$ cat config.mk
export PLATFORM = sky130hd
export DESIGN_NAME = dma_err_flags
export DESIGN_NICKNAME = d
export VERILOG_FILES = /design/src/rtl/dma_err_pkg.sv /design/src/rtl/dma_err_regif.sv /design/src/rtl/dma_err_flag_bank.sv /design/src/rtl/dma_err_irq.sv /design/src/rtl/dma_err_flags.sv
export SDC_FILE = /design/constraint.sdc
export NUM_CORES = 1
export LEC_CHECK = 0
export ABC_AREA = 0
export CELL_PAD_IN_SITES_DETAIL_PLACEMENT = 0
export CELL_PAD_IN_SITES_GLOBAL_PLACEMENT = 1
export CORE_ASPECT_RATIO = 1.75
export CORE_MARGIN = 5
export CORE_UTILIZATION = 35
export CTS_CLUSTER_DIAMETER = 50
export CTS_CLUSTER_SIZE = 8
export DETAILED_ROUTE_END_ITERATION = 12
export GPL_ROUTABILITY_DRIVEN = 0
export PLACE_DENSITY = 0.95
export SKIP_CTS_REPAIR_TIMING = 1
export SYNTH_ARGS = -nofsm -noshare
export SYNTH_HDL_FRONTEND = slang
export SYNTH_SLANG_ARGS = --single-unit
$ cat constraint.sdc
create_clock -name clk_i -period 3.8 [get_ports clk_i]
set_input_delay 0.76 -clock clk_i [delete_from_list [all_inputs] [get_ports clk_i]]
set_output_delay 0.76 -clock clk_i [all_outputs]
set_load 0.005 [all_outputs]
$ cat src/rtl/dma_err_pkg.sv
package dma_err_pkg;

   // Word slots selected by address bits [3:2]
   typedef enum logic [1:0] {
      REG_FLAGS = 2'd0,
      REG_MASK  = 2'd1,
      REG_CLR   = 2'd2,
      REG_SPARE = 2'd3
   } dma_err_reg_e;

   // Clear-all bit inside the clear-command word
   localparam int unsigned CLR_ALL_POS = 7;

endpackage

$ cat src/rtl/dma_err_regif.sv
module dma_err_regif
   import dma_err_pkg::*;
#(
   parameter int unsigned NUM_CH = 16,
   parameter int unsigned ADDR_W = 4,
   parameter int unsigned DATA_W = 32
) (
   input  logic              bus_sel_i,
   input  logic              bus_we_i,
   input  logic [ADDR_W-1:0] bus_addr_i,
   input  logic [DATA_W-1:0] bus_wdata_i,
   input  logic [NUM_CH-1:0] flags_i,
   input  logic [NUM_CH-1:0] mask_i,
   output logic [NUM_CH-1:0] clr_vec_o,
   output logic              mask_we_o,
   output logic [NUM_CH-1:0] mask_wdata_o,
   output logic [DATA_W-1:0] rdata_o
);
   localparam int unsigned IDX_W = (NUM_CH > 1) ? $clog2(NUM_CH) : 1;

   logic          hi_ok;
   logic          addr_ok;
   logic          wr;
   logic          w1c_hit;
   logic          clr_hit;
   logic          clr_all;
   logic [IDX_W-1:0] clr_idx;
   dma_err_reg_e  reg_sel;
   logic          unused_wdata;

   generate
      if (ADDR_W > 4) begin : g_hi_dec
         assign hi_ok = ~|bus_addr_i[ADDR_W-1:4];
      end else begin : g_hi_none
         assign hi_ok = 1'b1;
      end
   endgenerate

   assign addr_ok = hi_ok & (bus_addr_i[1:0] == 2'b00);
   assign reg_sel = dma_err_reg_e'(bus_addr_i[3:2]);
   assign wr      = bus_sel_i & bus_we_i & addr_ok;
   assign w1c_hit = wr & (reg_sel == REG_FLAGS);
   assign clr_hit = wr & (reg_sel == REG_CLR);
   assign clr_all = clr_hit & bus_wdata_i[CLR_ALL_POS];
   assign clr_idx = bus_wdata_i[IDX_W-1:0];

   assign mask_we_o    = wr & (reg_sel == REG_MASK);
   assign mask_wdata_o = bus_wdata_i[NUM_CH-1:0];

   // Per-channel clear request from both clear paths
   generate
      for (genvar ch = 0; ch < NUM_CH; ch++) begin : g_clr
         logic idx_match;
         assign idx_match     = clr_hit & ~clr_all & (clr_idx == IDX_W'(ch));
         assign clr_vec_o[ch] = (w1c_hit & bus_wdata_i[ch]) | clr_all | idx_match;
      end
   endgenerate

   always_comb begin
      rdata_o = '0;
      if (addr_ok) begin
         case (reg_sel)
            REG_FLAGS: rdata_o[NUM_CH-1:0] = flags_i;
            REG_MASK:  rdata_o[NUM_CH-1:0] = mask_i;
            default:   rdata_o = '0;
         endcase
      end
   end

   assign unused_wdata = ^bus_wdata_i;

endmodule

$ cat src/rtl/dma_err_flag_bank.sv
module dma_err_flag_bank #(
   parameter int unsigned NUM_CH = 16
) (
   input  logic              clk_i,
   input  logic              rst_ni,
   input  logic [NUM_CH-1:0] set_i,
   input  logic [NUM_CH-1:0] clr_i,
   output logic [NUM_CH-1:0] flags_o
);
   generate
      for (genvar ch = 0; ch < NUM_CH; ch++) begin : g_cell
         // set has priority so no fault report is lost
         always_ff @(posedge clk_i or negedge rst_ni) begin
            if (!rst_ni)          flags_o[ch] <= 1'b0;
            else if (set_i[ch])   flags_o[ch] <= 1'b1;
            else if (clr_i[ch])   flags_o[ch] <= 1'b0;
         end
      end
   endgenerate
endmodule

$ cat src/rtl/dma_err_irq.sv
module dma_err_irq #(
   parameter int unsigned NUM_CH   = 16,
   parameter bit          IRQ_PIPE = 1'b1
) (
   input  logic              clk_i,
   input  logic              rst_ni,
   input  logic [NUM_CH-1:0] flags_i,
   input  logic              mask_we_i,
   input  logic [NUM_CH-1:0] mask_wdata_i,
   output logic [NUM_CH-1:0] mask_o,
   output logic              irq_o,
   output logic              any_o
);
   logic irq_d;

   always_ff @(posedge clk_i or negedge rst_ni) begin
      if (!rst_ni)        mask_o <= '0;
      else if (mask_we_i) mask_o <= mask_wdata_i;
   end

   assign irq_d = |(flags_i & mask_o);
   assign any_o = |flags_i;

   generate
      if (IRQ_PIPE) begin : g_irq_reg
         always_ff @(posedge clk_i or negedge rst_ni) begin
            if (!rst_ni) irq_o <= 1'b0;
            else         irq_o <= irq_d;
         end
      end else begin : g_irq_comb
         assign irq_o = irq_d;
      end
   endgenerate
endmodule

$ cat src/rtl/dma_err_flags.sv
module dma_err_flags
   import dma_err_pkg::*;
#(
   parameter int unsigned NUM_CH   = 16,
   parameter int unsigned ADDR_W   = 4,
   parameter int unsigned DATA_W   = 32,
   parameter bit          IRQ_PIPE = 1'b1
) (
   input  logic              clk_i,
   input  logic              rst_ni,
   input  logic [NUM_CH-1:0] err_set_i,
   input  logic              bus_sel_i,
   input  logic              bus_we_i,
   input  logic [ADDR_W-1:0] bus_addr_i,
   input  logic [DATA_W-1:0] bus_wdata_i,
   output logic [DATA_W-1:0] bus_rdata_o,
   output logic              irq_o,
   output logic              any_err_o
);
   localparam int unsigned IDX_W = (NUM_CH > 1) ? $clog2(NUM_CH) : 1;

   generate
      if (NUM_CH < 1 || NUM_CH > DATA_W) begin : g_bad_ch
         $error("NUM_CH must lie between 1 and DATA_W");
      end
      if (DATA_W <= CLR_ALL_POS) begin : g_bad_dw
         $error("DATA_W too narrow for the clear-all bit");
      end
      if (IDX_W > CLR_ALL_POS) begin : g_bad_idx
         $error("channel index overlaps the clear-all bit");
      end
      if (ADDR_W < 4) begin : g_bad_aw
         $error("ADDR_W must be at least 4");
      end
   endgenerate

   logic [NUM_CH-1:0] flags_q;
   logic [NUM_CH-1:0] mask_q;
   logic [NUM_CH-1:0] clr_vec;
   logic              mask_we;
   logic [NUM_CH-1:0] mask_wdata;

   dma_err_regif #(
      .NUM_CH (NUM_CH),
      .ADDR_W (ADDR_W),
      .DATA_W (DATA_W)
   ) u_regif (
      .bus_sel_i    (bus_sel_i),
      .bus_we_i     (bus_we_i),
      .bus_addr_i   (bus_addr_i),
      .bus_wdata_i  (bus_wdata_i),
      .flags_i      (flags_q),
      .mask_i       (mask_q),
      .clr_vec_o    (clr_vec),
      .mask_we_o    (mask_we),
      .mask_wdata_o (mask_wdata),
      .rdata_o      (bus_rdata_o)
   );

   dma_err_flag_bank #(
      .NUM_CH (NUM_CH)
   ) u_bank (
      .clk_i   (clk_i),
      .rst_ni  (rst_ni),
      .set_i   (err_set_i),
      .clr_i   (clr_vec),
      .flags_o (flags_q)
   );

   dma_err_irq #(
      .NUM_CH   (NUM_CH),
      .IRQ_PIPE (IRQ_PIPE)
   ) u_irq (
      .clk_i        (clk_i),
      .rst_ni       (rst_ni),
      .flags_i      (flags_q),
      .mask_we_i    (mask_we),
      .mask_wdata_i (mask_wdata),
      .mask_o       (mask_q),
      .irq_o        (irq_o),
      .any_o        (any_err_o)
   );

endmodule

==> impl_results.md, run 1 <==
* CTS root buf: clkbuf_8
* Layout area overhead at 29.88%
* Routed len/inst at between 15 and 20 µm
* Initial Utilization at 0.3584
* Die X at just over 70 µm
* Sink Count at 33
* Remaining antenna violation count after routing at 0
* Crit path max fanout at 17
* Pin count of the biggest net entering global routing at 35
* Setup TNS at 0 ns
* Fin util at 0.4654
* Post-synth EDFFs at 0
* Avg Inst Size Synth at approximately 10 µm²
* Post-synthesis cell type count at 33
* Worst Max-Slew Pin Slew at 0.7576 ns
* Sequential cell area fraction in the yosys report at 0.3700
* LEAKAGE at between 1 and 1.5 nW
* Layout Nets at 325
* Worst reg2reg path startpoint: u_bank.flags_o[9]
* Area leader, netlist: dfrtp_1
* TritonCTS buffer count at 5
* Total wire length at 6429 µm
* Layout cell share with drive strength beyond 1 at 0.1259
* Vias in the first global route at ~1.9k
* #FFs+latches synth at 33
* Relative slew slack at 0.4950
* Hold wc startpoint: u_irq.mask_o[1]
* Dpl cells at around 340
* Cell Rows at 38
* Slew Limit Fails at 0
* CP delay by family, top: buffers and inverters
* Max cap viols at 0
* Data required, critical path at around 3.0 ns
* Height of the chip at 115.6 µm
* Clock transition at path regs at ~0.06 ns
* CTS Buffer Depth at 2
* Share of the synthesized area in the top cell type at 0.3700
* Final Cycle Share at 0.8872
* R2R setup slack at roughly 2.5 ns
* RR Endpoint: u_irq.irq_o
* Final Cell Area at 2899 µm²
* Final setup violating endpoints at 0
* Area after DPL at 2798 µm²
* Clk_lat worst skew at 0.29 ns
* # IOs at 90
* # port buffers at 57
* Outcome: complete, no violations
* RSZ-0062 raised after global routing: false
* Synth Instances at 215
* Total gr overflow at 0
* Clock Skew at approximately 0.0048 ns
* WS Path Type: in -> out
* Starting DRT DRC Count at 82
* Main area contributors after synthesis: dfrtp_1 37%, mux2i_1 14%, mux2_4 6.7%
* Remaining routing DRC violations at 0
* 1st-pass router iterations at 5
* Synth Cell Area at roughly 2200 µm²
* Hpwl dp at 4640 µm
* Worst VDD drop at between 0.00015 and 0.0002 V
* Async S/R FF share, synth at 1.000
* Worst path bufs/invs at 2
* Hold WC Path Type: reg -> reg
* Primary FF master, synth: dfrtp_1
* Post-layout min period at between 3 and 4 ns
* Non-Filler Instances at 350
* Cell area power density at roughly 330 nW/µm²
* N_diodes at 0
* Via count at around 1.9k
* CTS H-tree lvls at 2
* Worst-path cell chain: clkdlybuf4s50_1 > or3_1 > nor2_1 > clkdlybuf4s50_1
* Hold worst-path end: u_irq.mask_o[1]
* Core area at between 6000 and 7000 µm²
* Drt via density at roughly 5.4
* Most used cell, CP: clkdlybuf4s50_1
* Crit path arrival time at around 2.6 ns
* Fmax at around 0.30 GHz
* Cell at the slowest stage of the critical path: or3_1
* Initial antenna violation count at 0
* R2R cell count at 3
* Crit start category: primary input
* Commonest cells after routing, fill and taps aside: 57 x clkdlybuf4s50_1, 38 x nor2_1, 33 x dfrtp_1
* First-pass GRT wire length at approximately 10000 µm
* Yosys synthesis warning count at 0
* Largest stage delay on the critical path at 0.70 ns
* Nature of the critical path endpoint: primary output
* CTS tree: done
* Total Routing Usage GR at 0.1595
* Hold depth at 1
* Commonest non-fill, non-tap cell in the layout: clkdlybuf4s50_1
* Die area at a little over 8000 µm²
* Final Hold Viols at 0
[Yosys cell counts, drive strengths merged (2+ instances only)]
library cell / number
a22o: 4
a221oi: 4
dfrtp: 33
a2bb2oi: 3
a211oi: 9
inv: 3
buf: 25
mux2i: 31
o31ai: 4
clkbuf: 5
nor2: 39
nand4: 2
mux2: 16
o31a: 3
nand2b: 2
nor4: 18
o21bai: 3
nand2: 2
[cell families (layout without fill, tap and decap cells)]
family / Yosys count / in the layout / synth area share
flops: 33 / 33 / 0.3700
simple gates: 70 / 70 / 0.1811
buf+inv: 33 / 73 / 0.09978
mux: 47 / 47 / 0.2365
compound gates: 31 / 31 / 0.1110
other cells: 1 / 16 / 0.001680
[final cells by class]
cell class              instances  area (µm²)
well taps                      80       100.1
repair buffers                 62       620.6
inverters                       3       11.26
clock inverters                 1       5.005
flip-flops and latches         33       825.8
multi-input cells             164        1240
fillers                       567        3329
clock buffers                   7       96.34
[per-stage QoR]
step	worst slack, ns	total power (W)	hold WS (ns)
2_1_floorplan	1.365	0.0005565	0.4644
3_3_place_gp	0.3642	0.0006429	0.5169
3_5_place_dp	0.3743	0.0006475	0.5267
4_1_cts	0.3789	0.0009432	0.5417
5_1_grt	0.2833	0.0009889	0.5579
6_report	0.4287	0.0009426	0.5373
[worst max path at each step]
| stage | start | to | slack, ns | depth (start not counted) |
|---|---|---|---|---|
| after floorplan | bus_addr_i[2] | bus_rdata_o[10] | 1.37 | 5 |
| after global routing | bus_addr_i[1] | bus_rdata_o[13] | 0.28 | 4 |
| after CTS | bus_addr_i[1] | bus_rdata_o[4] | 0.38 | 4 |
| after detailed placement | bus_addr_i[1] | bus_rdata_o[5] | 0.37 | 4 |
| after global placement | bus_addr_i[1] | bus_rdata_o[15] | 0.36 | 4 |
| final | bus_addr_i[1] | bus_rdata_o[15] | 0.43 | 4 |
[layer usage]
metal  vias to the layer above  GRT usage  part of all wire
met5                         -          0                 0
met2                        89     0.2829              0.52
met1                       895     0.1790              0.38
met4                         0    0.09207             0.045
met3                        24    0.02517             0.052
li1                        875          -                 -
[state kept, by name, indices dropped and copies added (netlist names)]
signal and count:
u_bank.flags_o 16, u_irq.irq_o 1, u_irq.mask_o 16
[where the power goes]
part | total, W | internal (W) | switching, W | leakage (nW)
Clock | 0.000300 | 0.000164 | 0.000136 | 0.0542
Sequential | 0.000420 | 0.000387 | 0.0000327 | 0.355
Combinational | 0.000223 | 0.000130 | 0.0000935 | 0.799
(Power assumes the default switching activity.)
==> run 2, diff against run 1 <==
--- a/config.mk
+++ b/config.mk
@@ -10,12 +10,12 @@
 export CELL_PAD_IN_SITES_GLOBAL_PLACEMENT = 1
 export CORE_ASPECT_RATIO = 1.75
 export CORE_MARGIN = 5
-export CORE_UTILIZATION = 35
+export CORE_UTILIZATION = 32
 export CTS_CLUSTER_DIAMETER = 50
 export CTS_CLUSTER_SIZE = 8
 export DETAILED_ROUTE_END_ITERATION = 12
 export GPL_ROUTABILITY_DRIVEN = 0
-export PLACE_DENSITY = 0.95
+export PLACE_DENSITY = 0.92
 export SKIP_CTS_REPAIR_TIMING = 1
 export SYNTH_ARGS = -nofsm -noshare
 export SYNTH_HDL_FRONTEND = slang
==> constraint.sdc (replaced) <==
create_clock -name clk_i -period 3.4 [get_ports clk_i]
set_input_delay 0.68 -clock clk_i [delete_from_list [all_inputs] [get_ports clk_i]]
set_output_delay 0.68 -clock clk_i [all_outputs]
set_load 0.005 [all_outputs]
==> run 2 against run 1 <==
Worst setup slack worse by 0.045 ns. Core utilization is 3.5 points lower. Clock skew is 0.00063 ns lower. Non-clock buffer count is 1 higher. Highest routed layer unchanged.
==> impl_results.md, run 2 (synthesis gave the netlist of run 1 again) <==
* Outcome: complete, no violations
* First-pass GRT wire length at 10140 µm (+1.2%)
* Nature of the critical path endpoint: primary output
* Clock Skew at 0.004119 ns (-0.0006326 ns)
* # IOs at 90 (unchanged)
* RSZ-0062 raised after global routing: false
* Total gr overflow at 0 (unchanged)
* Final Cycle Share at 0.8873
* PnR worst setup slack at 0.3833 ns (-0.04540 ns)
* Cell Rows at 40 (+5.3%)
* Hpwl dp at 4828 µm (+4.1%)
* Initial Utilization at 0.3255 (-0.03283)
* Commonest non-fill, non-tap cell in the layout: clkdlybuf4s50_1
* Max cap viols at 0 (unchanged)
* CTS tree: done
* DP Worst Slack at 0.3728 ns (-0.001521 ns)
* Hold WC Path Type: reg -> reg
* CTS H-tree lvls at 2 (unchanged)
* Hold depth at 1 (unchanged)
* Hold wc startpoint: u_irq.mask_o[9]
* Die X at 73.14 µm (+3.9%)
* R2R cell count at 3 (unchanged)
* Remaining routing DRC violations at 0 (unchanged)
* Largest regs: u_bank.flags_o: 16 flops, u_irq.mask_o: 16 flops, u_irq.irq_o: 1 flops
* Clock transition at path regs at 0.05 ns (about the same)
* TritonCTS buffer count at 5 (unchanged)
* Fmax at around 0.33 GHz
* Non-Filler Instances at 355 (+1.4%)
* Worst reg2reg path startpoint: u_bank.flags_o[13]
* Worst VDD drop at 0.0001809 V (+9.7%)
* Commonest cells after routing, fill and taps aside: 57 x clkdlybuf4s50_1, 38 x nor2_1, 33 x dfrtp_1
* Hold_ws at 0.5444 ns (+0.007079 ns)
* Crit path max fanout at 17 (unchanged)
* Layout area overhead at 32.29%
* Layout cell share with drive strength beyond 1 at 0.1292 (+0.003225)
* Crit path arrival time at 2.34 ns (-0.27 ns)
* Filler Cell Count at 672 (+19%)
* Setup TNS at 0 ns (unchanged)
* Data required, critical path at 2.72 ns (-0.32 ns)
* Final Hold Viols at 0 (unchanged)
* Drt via density at 5.239 (-2.6%)
* Total Routing Usage GR at 0.1523 (-0.007141)
* WS Path Type: in -> out
* CTS root buf: clkbuf_16
* # port buffers at 57 (unchanged)
* Total power at 0.001160 W (+23%)
* Pin count of the biggest net entering global routing at 35 (unchanged)
* Initial antenna violation count at 0 (unchanged)
* Remaining antenna violation count after routing at 0 (unchanged)
* LEAKAGE at 1.228 nW (+1.6%)
* Total wire length at 6562 µm (+2.1%)
* Starting DRT DRC Count at 75 (-8.5%)
* R2R setup slack at 2.10 ns (-0.44 ns)
* Layout Nets at 326 (+0.31%)
* RR Endpoint: u_irq.irq_o
* Cell area power density at 393.0 nW/µm² (+21%)
* Sink Count at 33 (unchanged)
* Hold worst-path end: u_irq.mask_o[9]
* Final setup violating endpoints at 0 (unchanged)
* Vias in the first global route at 1987 (+5.4%)
* Core area at 6857 µm² (+10%)
* Die area at 8812 µm² (+8.3%)
* 1st-pass router iterations at 4 (-1)
* Crit start category: primary input
* Clk_lat worst skew at 0.28 ns (about the same)
* CTS Buffer Depth at 2 (unchanged)
* N_diodes at 0 (unchanged)
* Routed len/inst at 18.48 µm (+0.63%)
* Height of the chip at 120.5 µm (+4.2%)
* Via count at 1860 (-1.2%)
* Dpl cells at 347 (+1.5%)
* Slew Limit Fails at 0 (unchanged)
* Post-layout min period at around 3.0 ns
[run 2: cell type report]
class                           count  area [µm²]  area share
Inverter                            3       11.26    0.003814
Tap cell                           84       105.1     0.03559
Sequential cell                    33       825.8      0.2797
Clock buffer                        5       125.1     0.04237
Multi-Input combinational cell    164        1240      0.4199
Clock inverter                      3       17.52    0.005932
Timing Repair Buffer               63       628.1      0.2127
[run 2: stage by stage]
stage | utilization | area (µm²)
after floorplan | - | 2288
after global placement | 0.4099 | 2810
after detailed placement | 0.4099 | 2810
after CTS | 0.4307 | 2953
after global routing | 0.4307 | 2953
final | 0.4307 | 2953
[run 2: how the worst max path moves through the flow]
stage                   from         endpoint  cells past startpoint
6_report       bus_addr_i[1]  bus_rdata_o[11]                      5
5_1_grt        bus_addr_i[1]  bus_rdata_o[11]                      5
4_1_cts        bus_addr_i[1]  bus_rdata_o[11]                      5
3_5_place_dp   bus_addr_i[1]  bus_rdata_o[11]                      5
3_3_place_gp   bus_addr_i[1]  bus_rdata_o[15]                      5
2_1_floorplan  bus_addr_i[2]  bus_rdata_o[10]                      5
[run 2: critical path, cell delays in order]
cell and delay (ns):
clkdlybuf4s50_1 0.41, or3_1 0.36, buf_4 0.22, nor2_1 0.14, clkdlybuf4s50_1 0.51
[run 2: power breakdown]
part	switching (W)	total (W)	leakage, nW	internal, W
Clock	0.000170	0.000438	0.0696	0.000268
Combinational	0.000106	0.000252	0.803	0.000145
Sequential	0.0000370	0.000471	0.355	0.000434
[run 2: routing by layer]
metal / vias up / track usage / share of wire
met5: - / 0 / 0
met4: 0 / 0.07506 / 0.021
met3: 10 / 0.02745 / 0.058
met1: 911 / 0.1696 / 0.36
li1: 872 / - / -
met2: 67 / 0.2685 / 0.56
